$ cat config.mk
export PLATFORM = sky130hd
export DESIGN_NAME = dbg_wire_host
export DESIGN_NICKNAME = d
export VERILOG_FILES = /design/src/rtl/dbgh_pkg.sv /design/src/rtl/dbgh_bit_timer.sv /design/src/rtl/dbgh_rx_shift.sv /design/src/rtl/dbgh_seq.sv /design/src/rtl/dbg_wire_host.sv
export SDC_FILE = /design/constraint.sdc
export NUM_CORES = 1
export LEC_CHECK = 0
export BUFFER_PORTS_ARGS = -buffer_cell sky130_fd_sc_hd__buf_2
export CAP_MARGIN = 25
export CORE_MARGIN = 2
export CORE_UTILIZATION = 50
export CTS_BUF_LIST = sky130_fd_sc_hd__clkbuf_4
export DETAILED_ROUTE_END_ITERATION = 6
export GPL_TIMING_DRIVEN = 0
export PLACE_DENSITY = 0.76
export SLEW_MARGIN = 20
export SYNTH_ARGS = -nofsm -noshare
export SYNTH_HDL_FRONTEND = slang
export SYNTH_SLANG_ARGS = --single-unit
$ cat constraint.sdc
create_clock -name clk -period 4.55 [get_ports clk]
set_input_delay 0.91 -clock clk [delete_from_list [all_inputs] [get_ports clk]]
set_output_delay 0.91 -clock clk [all_outputs]
set_load 0.02 [all_outputs]
$ cat src/rtl/dbgh_pkg.sv
package dbgh_pkg;

  typedef enum logic [3:0] {
    ST_IDLE,
    ST_REQ,
    ST_TA1,
    ST_ACK,
    ST_RDAT,
    ST_TA2,
    ST_WDAT,
    ST_IDLC,
    ST_DUMMY,
    ST_ERR
  } seq_st_e;

  typedef enum logic [1:0] {
    AK_OK,
    AK_HOLD,
    AK_BAD
  } ack_cls_e;

  localparam logic [2:0] ACK_OK    = 3'b001;
  localparam logic [2:0] ACK_WAIT  = 3'b010;
  localparam logic [2:0] ACK_FAULT = 3'b100;
  localparam int         REQ_SLOTS = 8;

  // wire order is bit 0 first: start, r0..r3, parity, stop, park
  function automatic logic [REQ_SLOTS-1:0] req_frame(input logic [3:0] r);
    return {1'b1, 1'b0, ^r, r, 1'b1};
  endfunction

  function automatic ack_cls_e classify_ack(input logic [2:0] a);
    if (a == ACK_OK)                         return AK_OK;
    else if (a == ACK_WAIT || a == ACK_FAULT) return AK_HOLD;
    else                                     return AK_BAD;
  endfunction

endpackage

$ cat src/rtl/dbgh_bit_timer.sv
module dbgh_bit_timer #(
  parameter int DIV_W = 4
) (
  input  logic             clk,
  input  logic             rst_n,
  input  logic             run,
  input  logic [DIV_W-1:0] half_div,
  output logic             line_clk,
  output logic             samp_evt,
  output logic             slot_end
);

  logic             ph;
  logic [DIV_W-1:0] cnt;
  logic             at_end;

  assign at_end = (cnt == half_div);

  always_ff @(posedge clk) begin
    if (!rst_n) begin
      ph  <= 1'b0;
      cnt <= '0;
    end else if (!run) begin
      ph  <= 1'b0;
      cnt <= '0;
    end else if (at_end) begin
      cnt <= '0;
      ph  <= ~ph;
    end else begin
      cnt <= cnt + 1'b1;
    end
  end

  // low phase first in every slot; rest level is high
  assign line_clk = ~run | ph;
  assign samp_evt = run & ~ph & at_end;
  assign slot_end = run & ph & at_end;

endmodule

$ cat src/rtl/dbgh_rx_shift.sv
module dbgh_rx_shift #(
  parameter int W = 33
) (
  input  logic         clk,
  input  logic         rst_n,
  input  logic         shift_en,
  input  logic         din,
  output logic [W-1:0] q
);

  // first sampled bit ends at the low end of the word
  always_ff @(posedge clk) begin
    if (!rst_n)        q <= '0;
    else if (shift_en) q <= {din, q[W-1:1]};
  end

endmodule

$ cat src/rtl/dbgh_seq.sv
module dbgh_seq
  import dbgh_pkg::*;
#(
  parameter int DATA_W = 32,
  parameter int TA_W   = 2,
  parameter int IDLE_W = 4,
  parameter int DIV_W  = 4
) (
  input  logic              clk,
  input  logic              rst_n,
  input  logic              start,
  input  logic [3:0]        req,
  input  logic [DATA_W-1:0] wdata,
  input  logic [TA_W-1:0]   ta_cfg,
  input  logic [IDLE_W-1:0] idle_cfg,
  input  logic              dp_en,
  input  logic [DIV_W-1:0]  div_cfg,
  input  logic              slot_end,
  input  logic              samp_evt,
  input  logic [DATA_W:0]   rx_q,
  output logic              busy,
  output logic              shift_en,
  output logic              drv_o,
  output logic              drv_oe,
  output logic              done,
  output logic [2:0]        ack_o,
  output logic [DATA_W-1:0] rd_word,
  output logic              par_err,
  output logic [DIV_W-1:0]  div_q,
  output logic [3:0]        req_q
);

  localparam int REM_A = $clog2(DATA_W + (1 << TA_W) + 1);
  localparam int REM_W = (REM_A > IDLE_W) ? REM_A : IDLE_W;

  seq_st_e                st, nxt_st;
  logic [REM_W-1:0]       rem, nxt_rem;
  logic                   fin;
  logic [TA_W-1:0]        ta_q;
  logic [IDLE_W-1:0]      idle_q;
  logic                   dp_q;
  logic                   ack_ok_q;
  logic [REQ_SLOTS-1:0]   frame_q;
  logic [DATA_W:0]        tx_q;
  logic [2:0]             ack_now;
  ack_cls_e               ack_cls;
  logic                   rnw;
  logic                   last_slot;

  assign rnw       = req_q[1];
  assign ack_now   = rx_q[DATA_W -: 3];
  assign ack_cls   = classify_ack(ack_now);
  assign busy      = (st != ST_IDLE);
  assign last_slot = slot_end && (rem == '0);
  assign shift_en  = samp_evt && (st == ST_ACK || st == ST_RDAT);

  // successor of the current phase once its last slot ends
  always_comb begin
    nxt_st  = st;
    nxt_rem = rem;
    fin     = 1'b0;
    unique case (st)
      ST_REQ: begin
        nxt_st  = ST_TA1;
        nxt_rem = REM_W'(ta_q);
      end
      ST_TA1: begin
        nxt_st  = ST_ACK;
        nxt_rem = REM_W'(2);
      end
      ST_ACK: begin
        unique case (ack_cls)
          AK_OK: begin
            nxt_st  = rnw ? ST_RDAT : ST_TA2;
            nxt_rem = rnw ? REM_W'(DATA_W) : REM_W'(ta_q);
          end
          AK_HOLD: begin
            nxt_st  = dp_q ? ST_DUMMY : ST_TA2;
            nxt_rem = dp_q ? REM_W'(DATA_W) : REM_W'(ta_q);
          end
          default: begin
            nxt_st  = ST_ERR;
            nxt_rem = REM_W'(ta_q) + REM_W'(DATA_W + 1);
          end
        endcase
      end
      ST_RDAT: begin
        nxt_st  = ST_TA2;
        nxt_rem = REM_W'(ta_q);
      end
      ST_TA2: begin
        if (ack_ok_q && !rnw) begin
          nxt_st  = ST_WDAT;
          nxt_rem = REM_W'(DATA_W);
        end else if (ack_ok_q && idle_q != '0) begin
          nxt_st  = ST_IDLC;
          nxt_rem = REM_W'(idle_q) - 1'b1;
        end else begin
          fin = 1'b1;
        end
      end
      ST_WDAT: begin
        if (idle_q != '0) begin
          nxt_st  = ST_IDLC;
          nxt_rem = REM_W'(idle_q) - 1'b1;
        end else begin
          fin = 1'b1;
        end
      end
      ST_DUMMY: begin
        if (rnw) begin
          nxt_st  = ST_TA2;
          nxt_rem = REM_W'(ta_q);
        end else begin
          fin = 1'b1;
        end
      end
      ST_IDLC: fin = 1'b1;
      ST_ERR:  fin = 1'b1;
      default: fin = 1'b1;
    endcase
  end

  always_ff @(posedge clk) begin
    if (!rst_n) begin
      st       <= ST_IDLE;
      rem      <= '0;
      req_q    <= '0;
      ta_q     <= '0;
      idle_q   <= '0;
      dp_q     <= 1'b0;
      div_q    <= '0;
      ack_ok_q <= 1'b0;
      frame_q  <= '1;
      tx_q     <= '0;
      done     <= 1'b0;
      ack_o    <= '0;
      rd_word  <= '0;
      par_err  <= 1'b0;
    end else begin
      done <= 1'b0;
      if (st == ST_IDLE) begin
        if (start) begin
          st      <= ST_REQ;
          rem     <= REM_W'(REQ_SLOTS - 1);
          req_q   <= req;
          ta_q    <= ta_cfg;
          idle_q  <= idle_cfg;
          dp_q    <= dp_en;
          div_q   <= div_cfg;
          frame_q <= req_frame(req);
          tx_q    <= {^wdata, wdata};
          par_err <= 1'b0;
        end
      end else if (slot_end) begin
        if (st == ST_REQ)  frame_q <= {1'b1, frame_q[REQ_SLOTS-1:1]};
        if (st == ST_WDAT) tx_q    <= {1'b0, tx_q[DATA_W:1]};
        if (!last_slot) begin
          rem <= rem - 1'b1;
        end else begin
          if (fin) begin
            st   <= ST_IDLE;
            done <= 1'b1;
          end else begin
            st  <= nxt_st;
            rem <= nxt_rem;
          end
          if (st == ST_ACK) begin
            ack_o    <= ack_now;
            ack_ok_q <= (ack_cls == AK_OK);
          end
          if (st == ST_RDAT) begin
            rd_word <= rx_q[DATA_W-1:0];
            par_err <= ^rx_q;
          end
        end
      end
    end
  end

  // line drive per phase; released phases park the value high
  always_comb begin
    drv_oe = 1'b0;
    drv_o  = 1'b1;
    unique case (st)
      ST_IDLE:  begin drv_oe = 1'b1; drv_o = 1'b1;       end
      ST_REQ:   begin drv_oe = 1'b1; drv_o = frame_q[0]; end
      ST_WDAT:  begin drv_oe = 1'b1; drv_o = tx_q[0];    end
      ST_IDLC:  begin drv_oe = 1'b1; drv_o = 1'b0;       end
      ST_DUMMY: begin drv_oe = ~rnw; drv_o = rnw;        end
      default:  begin drv_oe = 1'b0; drv_o = 1'b1;       end
    endcase
  end

endmodule

$ cat src/rtl/dbg_wire_host.sv
module dbg_wire_host
  import dbgh_pkg::*;
#(
  parameter int DATA_W = 32,
  parameter int TA_W   = 2,
  parameter int IDLE_W = 4,
  parameter int DIV_W  = 4
) (
  input  logic              clk,
  input  logic              rst_n,
  input  logic              start,
  input  logic [3:0]        req,
  input  logic [DATA_W-1:0] wr_word,
  input  logic [TA_W-1:0]   ta_cfg,
  input  logic [IDLE_W-1:0] idle_cfg,
  input  logic              dp_en,
  input  logic [DIV_W-1:0]  half_div,
  output logic              dclk_o,
  output logic              dio_o,
  output logic              dio_oe,
  input  logic              dio_i,
  output logic              busy,
  output logic              done,
  output logic [2:0]        ack_o,
  output logic [DATA_W-1:0] rd_word,
  output logic              par_err
);

  localparam int RX_W = DATA_W + 1;

  logic             slot_end;
  logic             samp_evt;
  logic             shift_en;
  logic [RX_W-1:0]  rx_q;
  logic [DIV_W-1:0] div_q;
  logic [3:0]       req_q;

  dbgh_bit_timer #(.DIV_W(DIV_W)) u_timer (
    .clk      (clk),
    .rst_n    (rst_n),
    .run      (busy),
    .half_div (div_q),
    .line_clk (dclk_o),
    .samp_evt (samp_evt),
    .slot_end (slot_end)
  );

  dbgh_rx_shift #(.W(RX_W)) u_rx (
    .clk      (clk),
    .rst_n    (rst_n),
    .shift_en (shift_en),
    .din      (dio_i),
    .q        (rx_q)
  );

  dbgh_seq #(
    .DATA_W (DATA_W),
    .TA_W   (TA_W),
    .IDLE_W (IDLE_W),
    .DIV_W  (DIV_W)
  ) u_seq (
    .clk      (clk),
    .rst_n    (rst_n),
    .start    (start),
    .req      (req),
    .wdata    (wr_word),
    .ta_cfg   (ta_cfg),
    .idle_cfg (idle_cfg),
    .dp_en    (dp_en),
    .div_cfg  (half_div),
    .slot_end (slot_end),
    .samp_evt (samp_evt),
    .rx_q     (rx_q),
    .busy     (busy),
    .shift_en (shift_en),
    .drv_o    (dio_o),
    .drv_oe   (dio_oe),
    .done     (done),
    .ack_o    (ack_o),
    .rd_word  (rd_word),
    .par_err  (par_err),
    .div_q    (div_q),
    .req_q    (req_q)
  );

endmodule

Yosys cells after proc, flatten, opt, wreduce, memory -nomap -nowiden
Cells that the tools add are included.
{"block": "op_classes", "reduce_logical": 35, "mul": 0, "muxes": 49, "n_addsub": 4, "n_lt_le_gt_ge": 0, "div_mod_pow": 0, "eq_ne": 22, "shifts": 0, "bitwise_logic": 12}
{"operator": "2-to-1 mux 33 bit", "n": 4}
{"operator": "2-to-1 mux 6 bit", "n": 11}
{"operator": "2-to-1 mux 4 bit", "n": 10}
{"operator": "one-hot mux 6 bit (6 select lines)", "n": 1}
{"operator": "XOR reduction 33 bit", "n": 1}
{"operator": "2-to-1 mux 8 bit", "n": 4}
{"operator": "XOR reduction 32 bit", "n": 1}
{"operator": "one-hot mux 4 bit (7 select lines)", "n": 1}
{"operator": "== test 4 x 3 -> 1 bit (second input constant)", "n": 4}
{"operator": "AND reduction 7 bit", "n": 2}
{"operator": "one-hot mux 6 bit (2 select lines)", "n": 1}
{"operator": "AND reduction 4 bit", "n": 3}
{"operator": "OR reduction 4 bit", "n": 3}
{"operator": "2-to-1 mux 1 bit", "n": 11}
{"operator": "nonzero test 2 bit", "n": 5}
{"operator": "nonzero test 9 bit", "n": 1}
{"operator": "== test 4 x 2 -> 1 bit (second input constant)", "n": 2}
{"operator": "inequality test 4 x 1 -> 1 bit (second input constant)", "n": 2}
{"operator": "inequality test 8 bit (second input constant)", "n": 1}
{"operator": "one-hot mux 1 bit (4 select lines)", "n": 2}
{"operator": "one-hot mux 4 bit (2 select lines)", "n": 1}
{"operator": "nonzero test 4 bit", "n": 2}
{"operator": "NOT 1 bit", "n": 7}
{"operator": "adder 2 x 6 -> 6 bit (second input constant)", "n": 1}
{"operator": "other kinds (31)", "n": 41}
{"block": "word_totals", "latch_bits": 0, "mem_count": 0, "mem_bits_ro": 0, "reg_bits": 140, "input_bits": 51, "elab_cells": 139, "mem_bits_rw": 0}

Depth between registers and ports, before layout
{"block": "depth", "depth_word": 11, "ltp_mapped": 10}

Modules after synthesis
From an unflattened synthesis, not the netlist that was laid out.
{"block": "hier_totals", "hier_cells": 811, "area_unflattened_um2": 6916.6}
{"module": "dbgh_seq", "n_inst": 1, "seq_area_each_um2": 2062.0, "cells_per_inst": 680, "area_per_inst_um2": 5378.9}
{"module": "dbgh_rx_shift", "n_inst": 1, "seq_area_each_um2": 660.6, "cells_per_inst": 106, "area_per_inst_um2": 1280.0}
{"module": "dbgh_bit_timer", "n_inst": 1, "seq_area_each_um2": 100.1, "cells_per_inst": 25, "area_per_inst_um2": 257.7}

Least setup slack after synthesis
OpenSTA, ideal clock, no wires.
{"block": "synth_path", "kind": "reg2out", "from": "register u_seq.st[1]", "to": "output dio_o", "t_arrival_ns": 1.604, "path_slack_ns": 2.036, "stages_incl_launch_ff": 8, "path_cell_list": "dfxtp_1 > buf_2 > buf_1 > or2_2 > o21ai_0 > nand2_1 > o21ai_0 > o21ai_0"}
{"block": "synth_via", "elab_chain_cells": 2}
{"element": "start: declaration", "line": "dbgh_seq.sv:36", "text": "seq_st_e st, nxt_st;"}
{"element": "start signal: assignment", "line": "dbgh_seq.sv:165", "text": "st <= nxt_st;"}
{"element": "== test 4 bit, or another cell as far along", "line": "dbgh_seq.sv:185", "text": "unique case (st)"}
{"element": "one-hot mux 1 bit (4 select lines) (*)", "line": "dbgh_seq.sv:185"}
{"element": "end: declaration", "line": "dbg_wire_host.sv:19", "text": "output logic dio_o,"}
Every way passes the cells marked *; elsewhere a longest branch is shown, timed or not.

Worst setup path after layout
{"block": "layout_path", "from": "register u_seq.st[1]", "to": "output dclk_o"}
{"block": "layout_via", "elab_chain_cells": 3}
{"element": "nonzero test 4 bit", "line": "dbgh_seq.sv:53", "text": "assign busy = (st != ST_IDLE);"}
{"element": "NOT 1 bit (no source line)"}
{"element": "bitwise OR 1 bit", "line": "dbgh_bit_timer.sv:35", "text": "assign line_clk = ~run | ph;"}
{"element": "end: declaration", "line": "dbg_wire_host.sv:18", "text": "output logic dclk_o,"}
No other way between the ends.

==> flow_metrics.env <==
export IMPL_yosysWarnings=0
export IMPL_critPathArrivalTime_ns=2.32
export IMPL_cts_max_level=4
export IMPL_drc=0
export IMPL_critPathMaxStageDelay_ns=0.47
export IMPL_hp_class="register to register"
export IMPL_synth_edf_count=0
export IMPL_finalClockSkew_ns=0.0224
export IMPL_via_per_inst=5.32
export IMPL_cts_tree="yes"
export IMPL_max_freq_mhz=310
export IMPL_place_hpwl_um=11100
export IMPL_nFillCells=1183
export IMPL_setup_tns_ns=0
export IMPL_worstSkewPairLatency_ns=0.57
export IMPL_synth_seq_cells=138
export IMPL_io_pins=92
export IMPL_post_cts_buffers=0
export IMPL_area_delta_synth_final_pct=14.0
export IMPL_numPortBuffers=90
export IMPL_p_per_area_mw_per_mm2=449
export IMPL_crit_chain="buf_2 -> nor4_4 -> inv_2 -> clkbuf_1 -> nand2b_1 -> buf_2"
export IMPL_slowest_stage="nor4_4"
export IMPL_track_usage_pct=21.7
export IMPL_hold_viol_final=0
export IMPL_wirelength_um=15300
export IMPL_die_height_um=121
export IMPL_grt_overflow=0
export IMPL_initial_core_util_pct=51.6
export IMPL_drtIter0Drc=305
export IMPL_ant_nets=0
export IMPL_synthArstFlopShare_pct=0
export IMPL_ctsLongestPathBuffers=2
export IMPL_holdCritStartpoint="u_seq.rd_word[4]$_SDFFE_PN0P_"
export IMPL_clkTransAtPathRegs_ns=0.11
export IMPL_yosysUniqueCellTypes=62
export IMPL_numCtsBuffers=17
export IMPL_finalNetCount=964
export IMPL_clock_sinks=138
export IMPL_drtPass1Iterations=5
export IMPL_place_area_mm2=0.00753
export IMPL_startpoint_type="register"
export IMPL_maxCapViolations=0
export IMPL_fin_crit_ns=3.23
export IMPL_syn_inst=796
export IMPL_row_count=42
export IMPL_hold_buffers=0
export IMPL_p_leak_nw=3.28
export IMPL_path_delay_family="buffers and inverters"
export IMPL_ir_drop_uv=194
export IMPL_design_area_mm2=0.00782
export IMPL_vias=5816
export IMPL_yosysSeqAreaShare_pct=40.3
export IMPL_max_slew_margin_pct=53.0
export IMPL_critPathLaunch="u_seq.st[1]$_SDFFE_PN0P_"
export IMPL_syn_num_nets=855
export IMPL_routedWlPerCell_um=14.0
export IMPL_yosys_top_cells_area="dfxtp_1, nand2_1, xnor2_1"
export IMPL_setup_viol=0
export IMPL_ys_dominant_reg_cell="dfxtp_1"
export IMPL_grt_pass1_vias=5397
export IMPL_rsz0062_at_grt="no"
export IMPL_coreArea_mm2=0.0133
export IMPL_worst_path_buf_inv=4
export IMPL_post_cts_resized=0
export IMPL_antenna_found_initial=1
export IMPL_crit_fanout=10
export IMPL_die_area_mm2=0.0147
export IMPL_tightestPinTransition_ns=0.699
export IMPL_syn_cell_area_mm2=0.00686
export IMPL_worst_ep_required_time_ns=3.64
export IMPL_reg2reg_from="u_seq.st[1]$_SDFFE_PN0P_"
export IMPL_syn_area_per_cell_um2=8.62
export IMPL_end_kind="output pin"
export IMPL_fp_dieW_um=121
export IMPL_cts_root_buf="clkbuf_4"
export IMPL_finalPower_mw=3.51
export IMPL_layout_worst_path_cycle_share_pct=70.9
export IMPL_yosysTopAreaCellShare_pct=40.3
export IMPL_critPathKind="register to output pin"
export IMPL_path_common_cell="buf_2"
export IMPL_drive_above_1_share_pct=16.2
export IMPL_synth_area_leader_cell="dfxtp_1"
export IMPL_gp_congestion=0.893
export IMPL_slew_violations=0
export IMPL_grt_max_degree=17
export IMPL_status="complete, no violations"
export IMPL_grt_pass1_wl_um=25300
==> placed cells by master (no fill, tap or decap), types with 9 or more instances in the layout <==
cell type,instances
dfxtp_1,138
xnor2_1,59
a21oi_1,10
nand2_1,183
mux2i_1,39
buf_2,106
o21ai_0,15
nand2b_1,9
a21boi_0,18
a21boi_1,30
clkbuf_1,33
nor2_1,24
xor2_1,19
nand3_1,37
o211a_1,33
clkbuf_4,18
nor2b_1,47
==> metal layers <==
metal	vias to the layer above	wire length (µm)	part of all wire [%]	track usage, %
li1	2914	-	-	-
met1	2704	7070	46	27.7
met2	170	7000	46	34.7
met3	28	877	5.7	5.22
met4	0	395	2.6	9.84
met5	-	0	0	0
==> final timing paths <==
check	to	slack, ns	cells after the start
max	dclk_o	1.32	6
min	u_seq.rd_word[4]$_SDFFE_PN0P_	0.46	2
max reg2reg	u_seq.tx_q[31]$_SDFFE_PN0P_	1.85	9
min reg2reg	u_seq.rd_word[4]$_SDFFE_PN0P_	0.46	2
==> synth_stat cells (all sizes together) (5+ instances only) <==
master  number
a21boi      48
a21oi       11
buf         21
clkbuf      33
dfxtp      138
ha           8
inv          9
mux2i       39
nand2      183
nand2b       9
nand3       38
nor2        24
nor2b       47
nor3         5
o211a       33
o211ai       5
o21ai       16
xnor2       59
xor2        19
==> worst reg2reg max path: stages, from the launching register on <==
cell and delay (ns):
dfxtp_1 0.31, buf_2 0.17, nor4_4 0.48, and2_1 0.37
a21oi_2 0.12, nor4_1 0.36, buf_2 0.30, buf_2 0.25
nand3_1 0.10, o211a_1 0.13
==> report_power, final <==
part           leakage (nW)  switching, mW  internal (mW)  total (mW)
Clock                 0.155          0.451          0.379       0.830
Sequential             1.12          0.111           1.39        1.50
Combinational          2.01          0.723          0.458        1.18
==> kinds of logic (layout without fill, tap and decap cells) <==
group	Yosys count	after routing	synth area share [%]
fa+ha+maj	8	8	1.46
mux	39	39	5.69
other cells	0	1	0
flops	138	138	40.3
compound gates	140	140	16.1
buf+inv	63	184	3.90
xor+xnor	78	78	9.96
simple gates	330	330	22.6
==> layout make-up <==
type / instances / area [µm²] / share of cell area (%)
clock buffer: 18 / 135 / 1.73
multi-input combinational: 595 / 3830 / 49.0
inverter: 9 / 33.8 / 0.432
clock inverter: 13 / 150 / 1.92
sequential: 138 / 2760 / 35.3
tap: 176 / 220 / 2.82
antenna: 1 / 2.50 / 0.0320
buffer: 54 / 234 / 2.99
timing repair buffer: 90 / 450 / 5.76
==> registers in the layout, indices dropped and copies added, names as in the netlist <==
| register | cells |
|---|---|
| u_timer.cnt | 4 |
| u_seq.tx_q | 33 |
| u_timer.ph | 1 |
| u_seq.ack_ok_q | 1 |
| u_seq.par_err | 1 |
| u_seq.req_q | 1 |
| u_seq.ta_q | 2 |
| u_seq.st | 4 |
| u_seq.div_q | 4 |
| u_seq.rd_word | 32 |
| u_seq.rem | 6 |
| u_rx.q | 33 |
| u_seq.dp_q | 1 |
| u_seq.idle_q | 4 |
| u_seq.frame_q | 7 |
| u_seq.done | 1 |
| u_seq.ack_o | 3 |
==> through the flow <==
| stage | utilization [%] | hold slack [ns] | worst slack (ns) | instances |
|---|---|---|---|---|
| after global routing | 58.8 | 0.480 | 1.21 | 1094 |
| after global placement | 56.6 | 0.441 | 1.88 | 1062 |
| after detailed placement | 56.6 | 0.443 | 1.87 | 1062 |
| after CTS | 58.8 | 0.460 | 1.30 | 1093 |
| final | 58.8 | 0.458 | 1.32 | 1094 |
| after floorplan | - | 0.440 | 2.04 | 796 |
Power figures use the tool's default switching activity.
